==> config.mk <==
export PLATFORM = sky130hd
export DESIGN_NAME = scan_timing_gen
export DESIGN_NICKNAME = d
export VERILOG_FILES = /design/src/rtl/scan_pkg.sv /design/src/rtl/scan_hcount.sv /design/src/rtl/scan_vcount.sv /design/src/rtl/scan_events.sv /design/src/rtl/scan_timing_gen.sv
export SDC_FILE = /design/constraint.sdc
export NUM_CORES = 1
export LEC_CHECK = 0
export ABC_AREA = 1
export BUFFER_PORTS_ARGS = -buffer_cell sky130_fd_sc_hd__buf_2
export CAP_MARGIN = 10
export CELL_PAD_IN_SITES_DETAIL_PLACEMENT = 0
export CELL_PAD_IN_SITES_GLOBAL_PLACEMENT = 1
export CORE_UTILIZATION = 39
export DETAILED_ROUTE_END_ITERATION = 16
export PLACE_DENSITY = 0.78
export REMOVE_ABC_BUFFERS = 1
export SYNTH_ARGS = -nofsm -noshare
export SYNTH_HDL_FRONTEND = slang
export SYNTH_HIERARCHICAL = 1
export SYNTH_SLANG_ARGS = --single-unit
==> constraint.sdc <==
create_clock -name clk -period 2.6 [get_ports clk]
set_input_delay 0.13 -clock clk [delete_from_list [all_inputs] [get_ports clk]]
set_output_delay 0.13 -clock clk [all_outputs]
set_load 0.05 [all_outputs]
==> src/rtl/scan_pkg.sv <==
package scan_pkg;
  localparam int unsigned DEF_DRAW_CYC    = 960;
  localparam int unsigned DEF_BLANK_CYC   = 272;
  localparam int unsigned DEF_VIS_LINES   = 160;
  localparam int unsigned DEF_TOTAL_LINES = 228;

  typedef enum logic {
    PH_DRAW  = 1'b0,
    PH_BLANK = 1'b1
  } hphase_e;
endpackage

==> src/rtl/scan_hcount.sv <==
module scan_hcount #(
  parameter int unsigned DRAW_CYC  = scan_pkg::DEF_DRAW_CYC,
  parameter int unsigned BLANK_CYC = scan_pkg::DEF_BLANK_CYC
) (
  input  logic clk,
  input  logic rst_n,
  output logic draw_end,
  output logic line_end
);
  localparam int unsigned LINE_CYC = DRAW_CYC + BLANK_CYC;
  localparam int unsigned HW       = $clog2(LINE_CYC);

  logic [HW-1:0] hpos_q, hpos_d;

  always_comb begin
    draw_end = (hpos_q == HW'(DRAW_CYC - 1));
    line_end = (hpos_q == HW'(LINE_CYC - 1));
    hpos_d   = line_end ? '0 : hpos_q + 1'b1;
  end

  always_ff @(posedge clk or negedge rst_n) begin
    if (!rst_n) hpos_q <= '0;
    else        hpos_q <= hpos_d;
  end

  p_hpos_range_r2: assert property (@(posedge clk) disable iff (!rst_n)
    hpos_q < HW'(LINE_CYC));
  p_line_end_r10: assert property (@(posedge clk) disable iff (!rst_n)
    line_end |=> hpos_q == '0);
endmodule

==> src/rtl/scan_vcount.sv <==
module scan_vcount #(
  parameter int unsigned TOTAL_LINES = scan_pkg::DEF_TOTAL_LINES
) (
  input  logic                           clk,
  input  logic                           rst_n,
  input  logic                           line_end,
  output logic [$clog2(TOTAL_LINES)-1:0] line_q,
  output logic [$clog2(TOTAL_LINES)-1:0] line_next
);
  localparam int unsigned LW = $clog2(TOTAL_LINES);

  logic at_last;

  always_comb begin
    at_last   = (line_q == LW'(TOTAL_LINES - 1));
    line_next = line_q;
    if (line_end) line_next = at_last ? '0 : line_q + 1'b1;
  end

  always_ff @(posedge clk or negedge rst_n) begin
    if (!rst_n)        line_q <= '0;
    else if (line_end) line_q <= line_next;
  end

  p_line_range_r3: assert property (@(posedge clk) disable iff (!rst_n)
    line_q < LW'(TOTAL_LINES));
  p_line_hold_r3: assert property (@(posedge clk) disable iff (!rst_n)
    !line_end |=> $stable(line_q));
  p_line_wrap_r3: assert property (@(posedge clk) disable iff (!rst_n)
    (line_end && at_last) |=> line_q == '0);
endmodule

==> src/rtl/scan_events.sv <==
module scan_events #(
  parameter int unsigned VIS_LINES   = scan_pkg::DEF_VIS_LINES,
  parameter int unsigned TOTAL_LINES = scan_pkg::DEF_TOTAL_LINES
) (
  input  logic                           clk,
  input  logic                           rst_n,
  input  logic                           draw_end,
  input  logic                           line_end,
  input  logic [$clog2(TOTAL_LINES)-1:0] line_q,
  input  logic [$clog2(TOTAL_LINES)-1:0] line_next,
  input  logic                           hblank_irq_en,
  input  logic                           vblank_irq_en,
  output logic                           hblank_flag,
  output logic                           vblank_flag,
  output logic                           hblank_irq,
  output logic                           vblank_irq,
  output logic                           hblank_dma,
  output logic                           vblank_dma
);
  import scan_pkg::*;
  localparam int unsigned LW = $clog2(TOTAL_LINES);

  hphase_e phase_q, phase_d;
  logic    vflag_d, hirq_d, virq_d, hdma_d, vdma_d;
  logic    enter_vblank, leave_vblank;

  always_comb begin
    enter_vblank = line_end && (line_next == LW'(VIS_LINES));
    leave_vblank = line_end && (line_next == LW'(TOTAL_LINES - 1));

    phase_d = phase_q;
    if (draw_end)      phase_d = PH_BLANK;
    else if (line_end) phase_d = PH_DRAW;

    vflag_d = vblank_flag;
    if (enter_vblank)      vflag_d = 1'b1;
    else if (leave_vblank) vflag_d = 1'b0;

    hdma_d = draw_end;
    hirq_d = draw_end && hblank_irq_en;
    vdma_d = enter_vblank;
    virq_d = enter_vblank && vblank_irq_en;
  end

  always_ff @(posedge clk or negedge rst_n) begin
    if (!rst_n) begin
      phase_q     <= PH_DRAW;
      vblank_flag <= 1'b0;
      hblank_irq  <= 1'b0;
      vblank_irq  <= 1'b0;
      hblank_dma  <= 1'b0;
      vblank_dma  <= 1'b0;
    end else begin
      phase_q     <= phase_d;
      vblank_flag <= vflag_d;
      hblank_irq  <= hirq_d;
      vblank_irq  <= virq_d;
      hblank_dma  <= hdma_d;
      vblank_dma  <= vdma_d;
    end
  end

  assign hblank_flag = (phase_q == PH_BLANK);

  p_hflag_rise_r2: assert property (@(posedge clk) disable iff (!rst_n)
    $rose(hblank_flag) |-> hblank_dma);
  p_hflag_fall_r4: assert property (@(posedge clk) disable iff (!rst_n)
    $fell(hblank_flag) |-> line_q != $past(line_q));
  p_hirq_in_dma_r5: assert property (@(posedge clk) disable iff (!rst_n)
    hblank_irq |-> hblank_dma);
  p_hdma_single_r6: assert property (@(posedge clk) disable iff (!rst_n)
    hblank_dma |=> !hblank_dma);
  p_vflag_set_r7: assert property (@(posedge clk) disable iff (!rst_n)
    $rose(vblank_flag) |-> line_q == LW'(VIS_LINES));
  p_vflag_clr_r7: assert property (@(posedge clk) disable iff (!rst_n)
    $fell(vblank_flag) |-> line_q == LW'(TOTAL_LINES - 1));
  p_virq_in_dma_r8: assert property (@(posedge clk) disable iff (!rst_n)
    vblank_irq |-> vblank_dma);
  p_vdma_single_r9: assert property (@(posedge clk) disable iff (!rst_n)
    vblank_dma |=> !vblank_dma);
endmodule

==> src/rtl/scan_timing_gen.sv <==
module scan_timing_gen #(
  parameter int unsigned DRAW_CYC    = scan_pkg::DEF_DRAW_CYC,
  parameter int unsigned BLANK_CYC   = scan_pkg::DEF_BLANK_CYC,
  parameter int unsigned VIS_LINES   = scan_pkg::DEF_VIS_LINES,
  parameter int unsigned TOTAL_LINES = scan_pkg::DEF_TOTAL_LINES
) (
  input  logic                           clk,
  input  logic                           rst_n,
  input  logic                           hblank_irq_en,
  input  logic                           vblank_irq_en,
  output logic [$clog2(TOTAL_LINES)-1:0] line_num,
  output logic                           hblank_flag,
  output logic                           vblank_flag,
  output logic                           hblank_irq,
  output logic                           vblank_irq,
  output logic                           hblank_dma,
  output logic                           vblank_dma
);
  localparam int unsigned LW = $clog2(TOTAL_LINES);

  logic          draw_end, line_end;
  logic [LW-1:0] line_next;

  scan_hcount #(.DRAW_CYC(DRAW_CYC), .BLANK_CYC(BLANK_CYC)) u_hcount (
    .clk      (clk),
    .rst_n    (rst_n),
    .draw_end (draw_end),
    .line_end (line_end)
  );

  scan_vcount #(.TOTAL_LINES(TOTAL_LINES)) u_vcount (
    .clk       (clk),
    .rst_n     (rst_n),
    .line_end  (line_end),
    .line_q    (line_num),
    .line_next (line_next)
  );

  scan_events #(.VIS_LINES(VIS_LINES), .TOTAL_LINES(TOTAL_LINES)) u_events (
    .clk           (clk),
    .rst_n         (rst_n),
    .draw_end      (draw_end),
    .line_end      (line_end),
    .line_q        (line_num),
    .line_next     (line_next),
    .hblank_irq_en (hblank_irq_en),
    .vblank_irq_en (vblank_irq_en),
    .hblank_flag   (hblank_flag),
    .vblank_flag   (vblank_flag),
    .hblank_irq    (hblank_irq),
    .vblank_irq    (vblank_irq),
    .hblank_dma    (hblank_dma),
    .vblank_dma    (vblank_dma)
  );
endmodule

==> results.toml, run 1 <==
[status]
status = "finished clean"

[yosys]
netlist_instances = 177
async_flop_share_pct = 100
synth.ff_latch_count = 25
ys_top_cells_by_count = "48 x nand2_1, 29 x inv_1, 26 x nor2_1"
synth_edf_count = 0
syn_avg_cell_area_um2 = 7.74
dominantRegCellSynth = "dfrtp_1"
synth.most_common_cell = "nand2_1"
synth_warnings = 6
ys_seq_area_share_pct = 45.7
netlist-cell-type-count = 18
synth_top_area_cell = "dfrtp_1"
synth_top_area_share_pct = 45.7
synth.area.top_cells = "dfrtp_1 46%, nand2_1 13%, inv_1 7.9%"
syn_area_um2 = 1370

[place]
port_buffers = 17
dp.final_hpwl_mm = 1.93
gp_congestion = 0.840
dp_cells = 239

[worst_setup_path]
timing.rr.end = "u_events/vblank_flag"
rr_startpoint = "u_hcount/hpos_q[0]"
reg2reg_depth = 16
critPathMaxFanout = 10
start_kind = "flip-flop"
cp.arrival_ns = 2.48
crit_path_end_kind = "flip-flop"
rrSetupSlack_ns = 0.34
cp.required_ns = 2.82
crit_type = "reg -> reg"

[power_and_ir_drop]
vdd_drop_max_mv = 0.150
p_int_uw = 451
power_leakage_nw = 0.906
p_per_area_nw_per_um2 = 370
p_seq_share_pct = 68.2
p_comb_share_pct = 1.9
power.net_switching_uw = 119
clock_power_share_pct = 29.9
total_power_uw = 570
switching_share_pct = 20.9

[sta]
slew_headroom_pct = 62.3
report.final.slew_viol_count = 0
fmax_mhz = 442
setup_viol = 0
fin_crit_ns = 2.26
skew_ns = 0.00351
fin_crit_sh_pct = 87.1
finalSetupTns_ns = 0
rsz0062_at_grt = "false"
fin_hold_ws_ns = 0.00746
worst_pin_slew_ns = 0.566
finalHoldViolCount = 0

[hold_path]
hp-start = "hblank_irq_en"
holdPathStages = 3
min_path_type = "in -> reg"
min_to = "u_events/hblank_irq"

[grt]
top_usage_layer = "met2"
grt_use_total_pct = 15.2
grtUsageMet1_pct = 21.8
overflow = 0
antenna_found_initial = 0
met3_usage_pct = 2.73
grt_pass1_wl_mm = 4.20
grt_pass1_vias = 941
use_met2_pct = 23.6
grt_start_max_net_pins = 26

[die]
die_h_um = 61.3
io_pins = 18
row_count = 21
dieArea_um2 = 3750
start_util_pct = 40.7
core-area_um2 = 3360
die_w_um = 61.3

[clock_tree]
cts_max_level = 1
cts_buffers = 3
clock_latency_ns = 0.31
cts-root-buf = "clkbuf_4"
cts_tree = "done"
cts.sinks = 25
clkTransAtPathRegs_ns = 0.13
clock_path_buffers = 2

[route]
wirelength_mm = 2.51
drc = 0
ant_nets = 0
dr.pass1.iters = 4
drt_iter0_drc = 58
num_vias = 1079
wl_per_cell_um = 10.3
vias_per_cell = 4.42

[finish]
diodes = 0
area_growth_pct = 12.5
final_nets = 205
drive_gt1_share_pct = 22.2
final-instance-count-excl-fill = 244

[run]
maxCapViolations = 0
how the worst max path moves through the flow:
stage | start | to | slack (ns)
after floorplan | u_hcount/hpos_q[0] | u_events/vblank_flag | 0.60
final | u_hcount/hpos_q[0] | u_events/vblank_flag | 0.34
after detailed placement | u_hcount/hpos_q[0] | u_events/vblank_flag | 0.32
after global placement | u_hcount/hpos_q[0] | u_events/vblank_flag | 0.40
after CTS | u_hcount/hpos_q[0] | u_events/vblank_flag | 0.31
after global routing | u_hcount/hpos_q[0] | u_events/vblank_flag | 0.07
layer usage:
| layer | wire (um) | up-vias |
|---|---|---|
| met5 | 0 | - |
| met4 | 13 | 0 |
| met3 | 75 | 2 |
| met2 | 1130 | 17 |
| met1 | 1290 | 492 |
| li1 | - | 568 |
area by class of cell:
cell class / count / area, um2
inverters: 33 / 124
repair buffers: 18 / 95.1
fillers: 366 / 1820
well taps: 46 / 57.6
multi-input cells: 118 / 613
flip-flops and latches: 25 / 626
clock buffers: 4 / 26.3
flip-flops by register name, indices dropped and copies added, names as in the netlist:
name / cells
u_vcount/line_q: 8
u_hcount/hpos_q: 11
u_events/vblank_irq: 1
u_events/vblank_flag: 1
u_events/hblank_dma: 1
u_events/hblank_flag: 1
u_events/vblank_dma: 1
u_events/hblank_irq: 1
through the flow:
stage | worst slack, ns | area, um2 | util (%)
after global routing | 0.0731 | 1540 | 45.8
after floorplan | 0.596 | 1360 | -
after CTS | 0.313 | 1540 | 45.8
after global placement | 0.399 | 1510 | 44.8
after detailed placement | 0.324 | 1510 | 44.8
final | 0.336 | 1540 | 45.8
power by group through the flow:
stage	registers [mW]	logic (mW)	clock network, mW
finish	0.389	0.0109	0.171
global route	0.389	0.0132	0.195
CTS	0.389	0.0118	0.180
detailed placement	0.396	0.0108	0
global placement	0.396	0.0103	0
floorplan	0.396	0.000427	0
critical path: stages, from the launching register on:
cell and delay [ns]:
dfrtp_1 0.41, ha_1 0.21, nand2_2 0.11, nor2_4 0.14, nand3_2 0.11, inv_2 0.17, nand2_1 0.12, nor2_2 0.16
nand2_1 0.07, nand2_1 0.05, nand2_1 0.07, nor2_1 0.17, nand2_1 0.07, nor2_1 0.12, nand3_1 0.08, nand2_1 0.06
nand2_1 0.04
cell usage in the layout, fill, tap and decap left out:
cell	count
nand2_1	48
inv_1	29
nor2_1	26
dfrtp_1	25
buf_2	17
nand3_1	11
xor2_1	6
nand2_2	5
inv_2	4
nor2_4	4
nor2_2	4
nand3_2	4
clkbuf_4	3
a21oi_1	3
nor3_2	2
ha_1	2
clkbuf_1	1
dlygate4sd3_1	1
nand4_1	1
a21o_1	1
nor3b_2	1
cells by family after synthesis:
group / share of synthesized area, %
simple gates: 37.4
buf+inv: 9.59
flops: 45.7
xor+xnor: 3.84
compound gates: 1.64
fa+ha+maj: 1.83
timing repair:
item,CTS,global route
buffers inserted,0,0
hold endpoints to repair,25,0
resized for setup,0,0
hold buffers,1,0
Note: power is estimated with default switching activity, not from simulation.
==> run 2: changes to the inputs <==
CORE_UTILIZATION = 41   (was 39)
PLACE_DENSITY = 0.81   (was 0.78)
==> run 2 against run 1 <==
  * Combinational power is essentially flat
  * First-iteration DRC count shrank 53%
  * Clock power is essentially flat
==> results.toml, run 2 (same netlist as run 1, synthesis figures left out) <==
[status]
status = "finished clean"

[clock_tree]
cts_buffers = 3
post_cts_buffers = 0
cts_tree = "done"
ctsHoldBuffers = 1
clock_latency_ns = 0.32
cts-root-buf = "clkbuf_4"
clock_path_buffers = 2
cts.sinks = 25
cts_max_level = 1
clkTransAtPathRegs_ns = 0.14
cts.repair.resized = 0

[sta]
setup_viol = 0
finalSetupTns_ns = 0
skew_ns = 0.00581
worst_pin_slew_ns = 0.544
slew_headroom_pct = 63.8
fmax_mhz = 438
report.final.slew_viol_count = 0
fin_crit_ns = 2.28
fin_crit_sh_pct = 87.8
finalHoldViolCount = 0
rsz0062_at_grt = "false"

[worst_setup_path]
cp.arrival_ns = 2.51
cp.required_ns = 2.83
start_kind = "flip-flop"
timing.rr.end = "u_events/vblank_flag"
rrSetupSlack_ns = 0.32
critPathMaxFanout = 10
rr_startpoint = "u_hcount/hpos_q[0]"
critical_path.startpoint = "u_hcount/hpos_q[0]"
reg2reg_depth = 16
endpoint = "u_events/vblank_flag"
crit_path_end_kind = "flip-flop"
crit_type = "reg -> reg"

[power_and_ir_drop]
vdd_drop_max_mv = 0.231
p_int_uw = 449
power_leakage_nw = 0.908
p_comb_share_pct = 1.9
switching_share_pct = 21.8
power.net_switching_uw = 125
p_per_area_nw_per_um2 = 373
clock_power_share_pct = 30.4
p_seq_share_pct = 67.8

[die]
io_pins = 18
row_count = 20
dieArea_um2 = 3580
start_util_pct = 44.2
die_h_um = 59.8
core-area_um2 = 3100
die_w_um = 59.8

[finish]
final-instance-count-excl-fill = 242
layout_common_cells = "48 x nand2_1, 29 x inv_1, 26 x nor2_1, 25 x dfrtp_1, 17 x buf_2"
final_nets = 205
diodes = 0
layout_commonest_cell = "nand2_1"
drive_gt1_share_pct = 22.7
area_growth_pct = 12.4
reg.largest.list = "u_hcount/hpos_q (11), u_vcount/line_q (8)"
top_register = "u_hcount/hpos_q"
largest_register_ffs = 11

[place]
dp.final_hpwl_mm = 1.96
gp_congestion = 0.825
dp_cells = 237
port_buffers = 17

[hold_path]
min_path_type = "in -> reg"
holdPathStages = 3

[grt]
antenna_found_initial = 0
grt_pass1_vias = 1070
overflow = 0
grt_use_total_pct = 16.9
grt_pass1_wl_mm = 4.52
grt_start_max_net_pins = 26

[route]
dr.pass1.iters = 4
drt_iter0_drc = 27
vias_per_cell = 4.56
drc = 0
wirelength_mm = 2.52
ant_nets = 0
wl_per_cell_um = 10.4
num_vias = 1104

[run]
maxCapViolations = 0
[run 2: how the worst min path moves through the flow]
stage | start | end | slack [ns]
after global placement | rst_n | u_hcount/hpos_q[7] | 0.15
after floorplan | rst_n | u_events/hblank_dma | -0.17
after global routing | vblank_irq_en | u_events/vblank_irq | 0.005
after detailed placement | rst_n | u_hcount/hpos_q[7] | 0.16
final | hblank_irq_en | u_events/hblank_irq | 0.004
after CTS | hblank_irq_en | u_events/hblank_irq | 0.002
[run 2: worst max-delay path, stage by stage (launching register included)]
cell	delay, ns
dfrtp_1	0.41
ha_1	0.21
nand2_2	0.11
nor2_4	0.15
nand3_2	0.11
inv_2	0.17
nand2_1	0.13
nor2_2	0.16
nand2_1	0.08
nand2_1	0.06
nand2_1	0.07
nor2_1	0.16
nand2_1	0.07
nor2_1	0.11
nand3_1	0.09
nand2_1	0.06
nand2_1	0.04
[run 2: area by class of cell]
| type | count | area [um2] |
|---|---|---|
| clock buffers | 3 | 22.5 |
| clock inverters | 1 | 5.00 |
| fillers | 324 | 1560 |
| inverters | 33 | 124 |
| multi-input cells | 118 | 613 |
| flip-flops and latches | 25 | 626 |
| well taps | 44 | 55.1 |
| repair buffers | 18 | 95.1 |
[run 2: per-stage QoR]
| step | hold WS [ns] | instance area (um2) | setup WS, ns | power (mW) | util [%] |
|---|---|---|---|---|---|
| after floorplan | -0.166 | 1360 | 0.596 | 0.397 | - |
| after global placement | 0.152 | 1500 | 0.385 | 0.406 | 48.4 |
| after detailed placement | 0.156 | 1500 | 0.324 | 0.407 | 48.4 |
| after CTS | 0.00207 | 1540 | 0.307 | 0.583 | 49.6 |
| after global routing | 0.00472 | 1540 | 0.00358 | 0.604 | 49.6 |
| final | 0.00354 | 1540 | 0.318 | 0.574 | 49.6 |
[run 2: power by group through the flow]
| stage | combinational, mW | sequential [mW] | clock, mW |
|---|---|---|---|
| after global placement | 0.0102 | 0.396 | 0 |
| final | 0.0106 | 0.389 | 0.174 |
| after detailed placement | 0.0105 | 0.396 | 0 |
| after CTS | 0.0116 | 0.389 | 0.182 |
| after floorplan | 0.000427 | 0.396 | 0 |
| after global routing | 0.0131 | 0.389 | 0.202 |
[run 2: layer usage]
layer / wire, um / track usage (%)
met5: 0 / 0
met4: 17 / 5.98
met3: 62 / 2.81
met2: 1140 / 27.3
met1: 1310 / 22.7
